==> src/rtl/asram_pkg.sv <==
package asram_pkg;

   typedef enum logic [1:0] {
      WID_8   = 2'b00,
      WID_16  = 2'b01,
      WID_32  = 2'b10,
      WID_32X = 2'b11
   } width_e;

   typedef enum logic [2:0] {
      ST_IDLE  = 3'd0,
      ST_RD    = 3'd1,
      ST_TURN  = 3'd2,
      ST_SETUP = 3'd3,
      ST_PULSE = 3'd4,
      ST_HOLD  = 3'd5
   } phase_e;

   // nanoseconds to whole clock cycles, rounded up, never below one
   function automatic int cyc_of(input int ns, input int clk_ns);
      int c;
      c = (ns + clk_ns - 1) / clk_ns;
      return (c < 1) ? 1 : c;
   endfunction

   function automatic int imax(input int a, input int b);
      return (a > b) ? a : b;
   endfunction

endpackage

==> src/rtl/asram_phase_cnt.sv <==
module asram_phase_cnt #(
   parameter int CNT_W = 3
) (
   input  logic             clk,
   input  logic             rst_n,
   input  logic             load,
   input  logic [CNT_W-1:0] load_val,
   output logic             zero
);

   logic [CNT_W-1:0] cnt_q;

   always_ff @(posedge clk or negedge rst_n) begin
      if (!rst_n)
         cnt_q <= '0;
      else if (load)
         cnt_q <= load_val;
      else if (cnt_q != '0)
         cnt_q <= cnt_q - 1'b1;
   end

   assign zero = (cnt_q == '0);

endmodule

==> src/rtl/asram_lane_dec.sv <==
module asram_lane_dec
   import asram_pkg::*;
#(
   parameter int LANES  = 4,
   parameter int LIDX_W = 2
) (
   input  width_e            width,
   input  logic [LIDX_W-1:0] lane_sel,
   output logic [LANES-1:0]  mask
);

   for (genvar l = 0; l < LANES; l++) begin : g_lane
      localparam logic [LIDX_W-1:0] L_IDX = LIDX_W'(l);
      logic hit8, hit16;
      assign hit8  = (lane_sel == L_IDX);
      assign hit16 = (lane_sel[LIDX_W-1:1] == L_IDX[LIDX_W-1:1]);
      always_comb begin
         unique case (width)
            WID_8:   mask[l] = hit8;
            WID_16:  mask[l] = hit16;
            default: mask[l] = 1'b1;
         endcase
      end
   end

endmodule

==> src/rtl/asram_rdcap.sv <==
module asram_rdcap #(
   parameter int LANES  = 4,
   parameter int LANE_W = 8
) (
   input  logic                    clk,
   input  logic                    rst_n,
   input  logic                    cap,
   input  logic [LANES-1:0]        mask,
   input  logic [LANES*LANE_W-1:0] dq_i,
   output logic [LANES*LANE_W-1:0] rdata
);

   for (genvar l = 0; l < LANES; l++) begin : g_lane
      always_ff @(posedge clk or negedge rst_n) begin
         if (!rst_n)
            rdata[l*LANE_W +: LANE_W] <= '0;
         else if (cap)
            rdata[l*LANE_W +: LANE_W] <= mask[l] ? dq_i[l*LANE_W +: LANE_W] : '0;
      end
   end

endmodule

==> src/rtl/asram_seq.sv <==
module asram_seq
   import asram_pkg::*;
#(
   parameter int RD_CYC   = 4,
   parameter int TURN_CYC = 2,
   parameter int AS_CYC   = 1,
   parameter int WP_CYC   = 3,
   parameter int HD_CYC   = 1,
   parameter int CNT_W    = 3
) (
   input  logic   clk,
   input  logic   rst_n,
   input  logic   start,
   input  logic   is_write,
   output phase_e phase_o,
   output logic   rd_last_o,
   output logic   done_o
);

   phase_e           phase_q, phase_d;
   logic             load;
   logic [CNT_W-1:0] load_val;
   logic             zero;

   asram_phase_cnt #(.CNT_W(CNT_W)) cnt_i (
      .clk      (clk),
      .rst_n    (rst_n),
      .load     (load),
      .load_val (load_val),
      .zero     (zero)
   );

   always_comb begin
      phase_d  = phase_q;
      load     = 1'b0;
      load_val = '0;
      unique case (phase_q)
         ST_IDLE: if (start) begin
            load = 1'b1;
            if (is_write) begin
               phase_d  = ST_SETUP;
               load_val = CNT_W'(AS_CYC - 1);
            end else begin
               phase_d  = ST_RD;
               load_val = CNT_W'(RD_CYC - 1);
            end
         end
         ST_RD: if (zero) begin
            phase_d  = ST_TURN;
            load     = 1'b1;
            load_val = CNT_W'(TURN_CYC - 1);
         end
         ST_TURN:  if (zero) phase_d = ST_IDLE;
         ST_SETUP: if (zero) begin
            phase_d  = ST_PULSE;
            load     = 1'b1;
            load_val = CNT_W'(WP_CYC - 1);
         end
         ST_PULSE: if (zero) begin
            phase_d  = ST_HOLD;
            load     = 1'b1;
            load_val = CNT_W'(HD_CYC - 1);
         end
         ST_HOLD:  if (zero) phase_d = ST_IDLE;
         default:  phase_d = ST_IDLE;
      endcase
   end

   always_ff @(posedge clk or negedge rst_n) begin
      if (!rst_n) begin
         phase_q <= ST_IDLE;
         done_o  <= 1'b0;
      end else begin
         phase_q <= phase_d;
         done_o  <= zero && ((phase_q == ST_RD) || (phase_q == ST_HOLD));
      end
   end

   assign phase_o   = phase_q;
   assign rd_last_o = zero && (phase_q == ST_RD);

   // the end-of-access pulse never lasts two cycles
   p_done_single_r5: assert property (@(posedge clk) disable iff (!rst_n)
      done_o |=> !done_o);

   // a write pulse is always entered from the setup phase
   p_pulse_after_setup_r6: assert property (@(posedge clk) disable iff (!rst_n)
      $rose(phase_q == ST_PULSE) |-> ($past(phase_q) == ST_SETUP));

   // the release phase only follows a read
   p_turn_after_read_r8: assert property (@(posedge clk) disable iff (!rst_n)
      $rose(phase_q == ST_TURN) |-> ($past(phase_q) == ST_RD));

endmodule

==> src/rtl/asram_ctrl.sv <==
module asram_ctrl
   import asram_pkg::*;
#(
   parameter int ADDR_W    = 19,
   parameter int LANES     = 4,
   parameter int LANE_W    = 8,
   parameter int CLK_NS    = 5,
   parameter int T_RC_NS   = 20,
   parameter int T_AA_NS   = 20,
   parameter int T_ACS_NS  = 20,
   parameter int T_OE_NS   = 10,
   parameter int T_WC_NS   = 20,
   parameter int T_WP_NS   = 15,
   parameter int T_AS_NS   = 0,
   parameter int T_DW_NS   = 10,
   parameter int T_DH_NS   = 0,
   parameter int T_WR_NS   = 0,
   parameter int T_HZ_NS   = 10
) (
   input  logic                     clk,
   input  logic                     rst_n,
   input  logic                     req_valid,
   output logic                     req_ready,
   input  logic                     req_write,
   input  logic [1:0]               req_mode,
   input  logic [ADDR_W+1:0]        req_addr,
   input  logic [LANES*LANE_W-1:0]  req_wdata,
   output logic                     rsp_done,
   output logic [LANES*LANE_W-1:0]  rsp_rdata,
   output logic [ADDR_W-1:0]        mem_addr,
   output logic [LANES-1:0]         mem_cs_n,
   output logic [LANES-1:0]         mem_we_n,
   output logic                     mem_oe_n,
   output logic [LANES*LANE_W-1:0]  mem_dq_o,
   output logic                     mem_dq_oe,
   input  logic [LANES*LANE_W-1:0]  mem_dq_i
);

   localparam int DATA_W   = LANES * LANE_W;
   localparam int LIDX_W   = 2;
   localparam int RD_CYC   = imax(imax(cyc_of(T_RC_NS, CLK_NS), cyc_of(T_AA_NS, CLK_NS)),
                                  imax(cyc_of(T_ACS_NS, CLK_NS), cyc_of(T_OE_NS, CLK_NS)));
   localparam int AS_CYC   = cyc_of(T_AS_NS, CLK_NS);
   localparam int HD_CYC   = imax(cyc_of(T_DH_NS, CLK_NS), cyc_of(T_WR_NS, CLK_NS));
   localparam int WP_MIN   = imax(cyc_of(T_WP_NS, CLK_NS), cyc_of(T_DW_NS, CLK_NS));
   localparam int WC_CYC   = cyc_of(T_WC_NS, CLK_NS);
   localparam int WP_CYC   = imax(WP_MIN, WC_CYC - AS_CYC - HD_CYC);
   localparam int TURN_CYC = cyc_of(T_HZ_NS, CLK_NS);
   localparam int MAX_CYC  = imax(imax(RD_CYC, WP_CYC), imax(imax(AS_CYC, HD_CYC), TURN_CYC));
   localparam int CNT_W    = $clog2(MAX_CYC + 1);

   if (LANES != 4) begin : g_chk_lanes
      $error("asram_ctrl: width modes need exactly four lanes");
   end
   if (CLK_NS < 1) begin : g_chk_clk
      $error("asram_ctrl: clock period must be at least 1 ns");
   end
   if (ADDR_W < 1) begin : g_chk_addr
      $error("asram_ctrl: address width must be positive");
   end

   phase_e              phase;
   logic                accept;
   logic                rd_last;
   logic [LANES-1:0]    mask_d, mask_q;
   logic [ADDR_W-1:0]   addr_q;
   logic [DATA_W-1:0]   wdata_q;
   logic                active;

   assign req_ready = (phase == ST_IDLE);
   assign accept    = req_valid && req_ready;

   asram_lane_dec #(.LANES(LANES), .LIDX_W(LIDX_W)) dec_i (
      .width    (width_e'(req_mode)),
      .lane_sel (req_addr[LIDX_W-1:0]),
      .mask     (mask_d)
   );

   always_ff @(posedge clk or negedge rst_n) begin
      if (!rst_n) begin
         mask_q  <= '0;
         addr_q  <= '0;
         wdata_q <= '0;
      end else if (accept) begin
         mask_q  <= mask_d;
         addr_q  <= req_addr[ADDR_W+1:LIDX_W];
         wdata_q <= req_wdata;
      end
   end

   asram_seq #(
      .RD_CYC   (RD_CYC),
      .TURN_CYC (TURN_CYC),
      .AS_CYC   (AS_CYC),
      .WP_CYC   (WP_CYC),
      .HD_CYC   (HD_CYC),
      .CNT_W    (CNT_W)
   ) seq_i (
      .clk       (clk),
      .rst_n     (rst_n),
      .start     (accept),
      .is_write  (req_write),
      .phase_o   (phase),
      .rd_last_o (rd_last),
      .done_o    (rsp_done)
   );

   asram_rdcap #(.LANES(LANES), .LANE_W(LANE_W)) cap_i (
      .clk   (clk),
      .rst_n (rst_n),
      .cap   (rd_last),
      .mask  (mask_q),
      .dq_i  (mem_dq_i),
      .rdata (rsp_rdata)
   );

   assign active    = (phase == ST_RD) || (phase == ST_SETUP) ||
                      (phase == ST_PULSE) || (phase == ST_HOLD);
   assign mem_addr  = addr_q;
   assign mem_cs_n  = active ? ~mask_q : '1;
   assign mem_we_n  = (phase == ST_PULSE) ? ~mask_q : '1;
   assign mem_oe_n  = (phase != ST_RD);
   assign mem_dq_o  = wdata_q;
   assign mem_dq_oe = (phase == ST_PULSE) || (phase == ST_HOLD);

   // the controller never drives while the memory may drive
   p_no_bus_fight_r7: assert property (@(posedge clk) disable iff (!rst_n)
      mem_dq_oe |-> mem_oe_n);

   // a lane write strobe only inside its own chip select
   p_we_inside_cs_r3: assert property (@(posedge clk) disable iff (!rst_n)
      ((~mem_we_n) & mem_cs_n) == '0);

   // never three lanes at once
   p_lane_shape_r2: assert property (@(posedge clk) disable iff (!rst_n)
      $countones(~mem_cs_n) != 3);

   // idle means fully released
   p_idle_quiet_r9: assert property (@(posedge clk) disable iff (!rst_n)
      req_ready |-> (&mem_cs_n && &mem_we_n && mem_oe_n && !mem_dq_oe));

   // address and write data stay put while busy
   p_addr_hold_r1: assert property (@(posedge clk) disable iff (!rst_n)
      (!req_ready && $past(!req_ready)) |-> ($stable(mem_addr) && $stable(mem_dq_o)));

   // write strobes stay high while reading
   p_read_no_we_r4: assert property (@(posedge clk) disable iff (!rst_n)
      !mem_oe_n |-> &mem_we_n);

endmodule

==> config.mk <==
export PLATFORM = sky130hd
export DESIGN_NAME = asram_ctrl
export DESIGN_NICKNAME = d
export VERILOG_FILES = /design/src/rtl/asram_pkg.sv /design/src/rtl/asram_phase_cnt.sv /design/src/rtl/asram_lane_dec.sv /design/src/rtl/asram_rdcap.sv /design/src/rtl/asram_seq.sv /design/src/rtl/asram_ctrl.sv
export SDC_FILE = /design/constraint.sdc
export NUM_CORES = 1
export LEC_CHECK = 0
export ABC_CLOCK_PERIOD_IN_PS = 1900
export BUFFER_PORTS_ARGS = -buffer_cell sky130_fd_sc_hd__buf_4
export CORE_MARGIN = 5
export CORE_UTILIZATION = 43
export DETAILED_ROUTE_END_ITERATION = 7
export PLACE_DENSITY = 0.77
export SYNTH_ARGS = -nofsm -noshare
export SYNTH_HDL_FRONTEND = slang
export SYNTH_SLANG_ARGS = --single-unit
==> constraint.sdc <==
create_clock -name clk -period 1.9 [get_ports clk]
set_clock_uncertainty 0.05 [all_clocks]
set_input_delay 0.285 -clock clk [delete_from_list [all_inputs] [get_ports clk]]
set_output_delay 0.285 -clock clk [all_outputs]
set_load 0.05 [all_outputs]
==> results.py <==
metrics = {
    "run_status": {
        "status": "finished clean",
    },
    "setup_path": {
        "required_ns": 1.56,
        "critical_path_class": "flip-flop to output port",
        "r2r_start": "seq_i.cnt_i.cnt_q[0]",
        "regToRegSetupSlack_ns": 0.14,
        "start_kind": "flip-flop",
        "end_kind": "output port",
        "crit_arrival_ns": 1.46,
        "cp_max_fo": 8,
        "worstSetupStartpoint": "seq_i.phase_o[1]",
    },
    "pwr": {
        "p_clk_share_pct": 9.8,
        "pwr-share-comb_pct": 61.3,
        "swShare_pct": 48.5,
        "pwr-share-seq_pct": 28.9,
        "p_per_area_nw_per_um2": 2040,
        "p_int_w": 0.00629,
        "net-switching-power_w": 0.00592,
        "ir_worst_vdd_v": 0.00116,
        "p_leak_nw": 3.31,
        "total_power_w": 0.0122,
    },
    "floorplanning": {
        "dieArea_um2": 12000,
        "rows": 36,
        "die_y_um": 109,
        "coreArea_um2": 9730,
        "start_util_pct": 43.7,
        "chipWidth_um": 109,
        "io_pins": 186,
    },
    "global_routing": {
        "grtUsageTotal_pct": 16.8,
        "grt_first_pass_wirelength_um": 15700,
        "antenna_found_initial": 0,
        "grt-ovfl-total": 0,
        "grt_start_max_net_pins": 51,
        "first_global_vias": 3259,
    },
    "timing": {
        "rsz0062_at_grt": "no",
        "min_period_ns": 1.80,
        "setup-tns-final_ns": 0,
        "tightest_slew_ns": 0.410,
        "finalCritPeriodShare_pct": 94.5,
        "relSlewSlack_pct": 72.7,
        "hold_viol_final": 0,
        "fmax_ghz": 0.557,
        "report.final.slew_viol_count": 0,
        "setup_viol": 0,
    },
    "routing": {
        "wl_per_cell_um": 15.8,
        "first_pass_iters": 4,
        "dr_total_vias": 3006,
        "first_iter_violations": 96,
        "vias_per_cell": 4.62,
        "wirelength_um": 10200,
        "ant_nets": 0,
        "drc": 0,
    },
    "synth": {
        "synth_top_cell_by_area": "dfrtp_1",
        "netlist_instances": 321,
        "synth_top_area_share_pct": 55.3,
        "ys_seq_elements": 94,
        "syn_area_um2": 4250,
        "synth.avg_cell_area_um2": 13.3,
        "synthTopCellsByArea": "dfrtp_1 55%, mux2_4 18%, mux2i_1 8.2%",
        "synthArstFlopShare_pct": 100,
        "ys_types": 34,
        "syn_nets": 414,
        "ys_warn_count": 0,
        "synth_edf_count": 0,
        "synth_top_flop_cell": "dfrtp_1",
        "yosysSeqAreaShare_pct": 55.3,
    },
    "final_layout": {
        "final_common_cell": "buf_4",
        "diodes": 0,
        "n_fill_cell": 816,
        "final_cell_mix": "189 x buf_4, 94 x dfrtp_1, 51 x mux2_4, 46 x nand2_1",
        "syn2layout_area_growth_pct": 40.9,
        "drive_above_1_share_pct": 53.4,
        "instances_no_fill": 650,
        "design_area_um2": 5990,
        "nets": 605,
        "fin_util_pct": 61.6,
    },
    "placed_design": {
        "hpwl_um": 7800,
        "postPlaceCellArea_um2": 5760,
        "port_buffers": 185,
        "dp.cells": 633,
        "gp_congestion": 0.797,
    },
    "cts": {
        "root_buffer": "clkbuf_8",
        "cts_tree": "done",
        "htree_levels": 3,
        "cts_buffers": 9,
        "clock_latency_ns": 0.34,
        "clkSinkCount": 94,
        "cts_max_path_buffers": 2,
        "clk_pin_slew_worst_paths_ns": 0.10,
    },
    "hold_path": {
        "hold_start": "req_wdata[11]",
        "hold_class": "input port to flip-flop",
    },
    "flow_run": {
        "cap_violations": 0,
    },
}
==> cell type report <==
cell class	instances	area [um2]	area share, %
multi-input combinational	173	1610	26.9
clock buffer	11	141	2.36
tap	133	166	2.78
clock inverter	5	35.0	0.585
timing repair buffer	199	1560	26.0
sequential	94	2350	39.2
inverter	35	131	2.19
==> kinds of logic (layout without fill, tap and decap cells) <==
| kind of cell | count (synthesis) | after routing | synth area share [%] |
|---|---|---|---|
| compound gates | 16 | 16 | 2.56 |
| xor+xnor | 1 | 1 | 0.206 |
| fa+ha+maj | 2 | 2 | 0.588 |
| buf+inv | 54 | 250 | 7.53 |
| flops | 94 | 94 | 55.3 |
| mux | 88 | 88 | 26.8 |
| simple gates | 66 | 66 | 7.06 |
==> power groups by stage <==
stage / sequential [W] / clock [W] / combinational, W
5_1_grt: 0.00366 / 0.00130 / 0.00784
3_5_place_dp: 0.00357 / 0 / 0.00744
2_1_floorplan: 0.00613 / 0 / 0.00281
4_1_cts: 0.00354 / 0.00123 / 0.00747
6_report: 0.00353 / 0.00119 / 0.00749
3_3_place_gp: 0.00351 / 0 / 0.00735
==> per-stage QoR <==
step / hold slack, ns / setup slack, ns
6_report: 0.0996 / 0.105
5_1_grt: 0.0891 / 0.00439
4_1_cts: 0.0828 / 0.000970
3_5_place_dp: 0.195 / 0.137
3_3_place_gp: 0.190 / 0.210
2_1_floorplan: -0.0606 / 0.148
==> state kept, by name, indices dropped and copies added (netlist names) <==
register,flops
seq_i.cnt_i.cnt_q,3
seq_i.phase_o,3
seq_i.done_o,1
mem_dq_o,32
mask_q,4
cap_i.rdata,32
mem_addr,19
==> critical path: stages, from the launching register on <==
cell     delay [ns]
dfrtp_1        0.40
buf_4          0.18
nor2_4         0.11
and2_4         0.17
nand2_1        0.05
buf_4          0.21
==> what timing repair did <==
action | CTS | global route
hold endpoints to repair | 27 | 0
endpoints found under the setup margin | 4 | 10
hold buffers | 1 | 0
setup buffers | 0 | 0
resized for setup | 1 | 11
==> synthesized netlist by cell type (2+ instances only) <==
cell       n
nand2_1   47
nor3_1     2
buf_12     5
clkbuf_1   6
ha_1       2
buf_4      3
nand2b_1   3
a21oi_1    4
nor2_1     3
nor2b_1    3
buf_2      2
mux2i_1   35
buf_6      3
o21ai_0    4
mux2_4    51
inv_1     35
mux2_2     2
dfrtp_1   94
or2_2      2
==> metal layers <==
layer	up-vias	wire (um)	GRT usage [%]	share of wire, %
met5	-	0	0	0
met4	0	143	6.06	1.4
met3	12	652	2.70	6.4
met2	102	5330	29.5	52
met1	1456	4120	20.9	40
li1	1436	-	-	-
==> path summary, 6_finish.rpt <==
check                                   to  depth (start not counted)
min reg2reg                   mem_dq_o[26]                          1
max reg2reg                cap_i.rdata[17]                          6
max in group asynchronous     mem_addr[13]                          3
min                           mem_dq_o[11]                          2
max                            mem_we_n[1]                          5
min in group asynchronous  cap_i.rdata[11]                          2
Note: power is estimated with default switching activity, not from simulation.
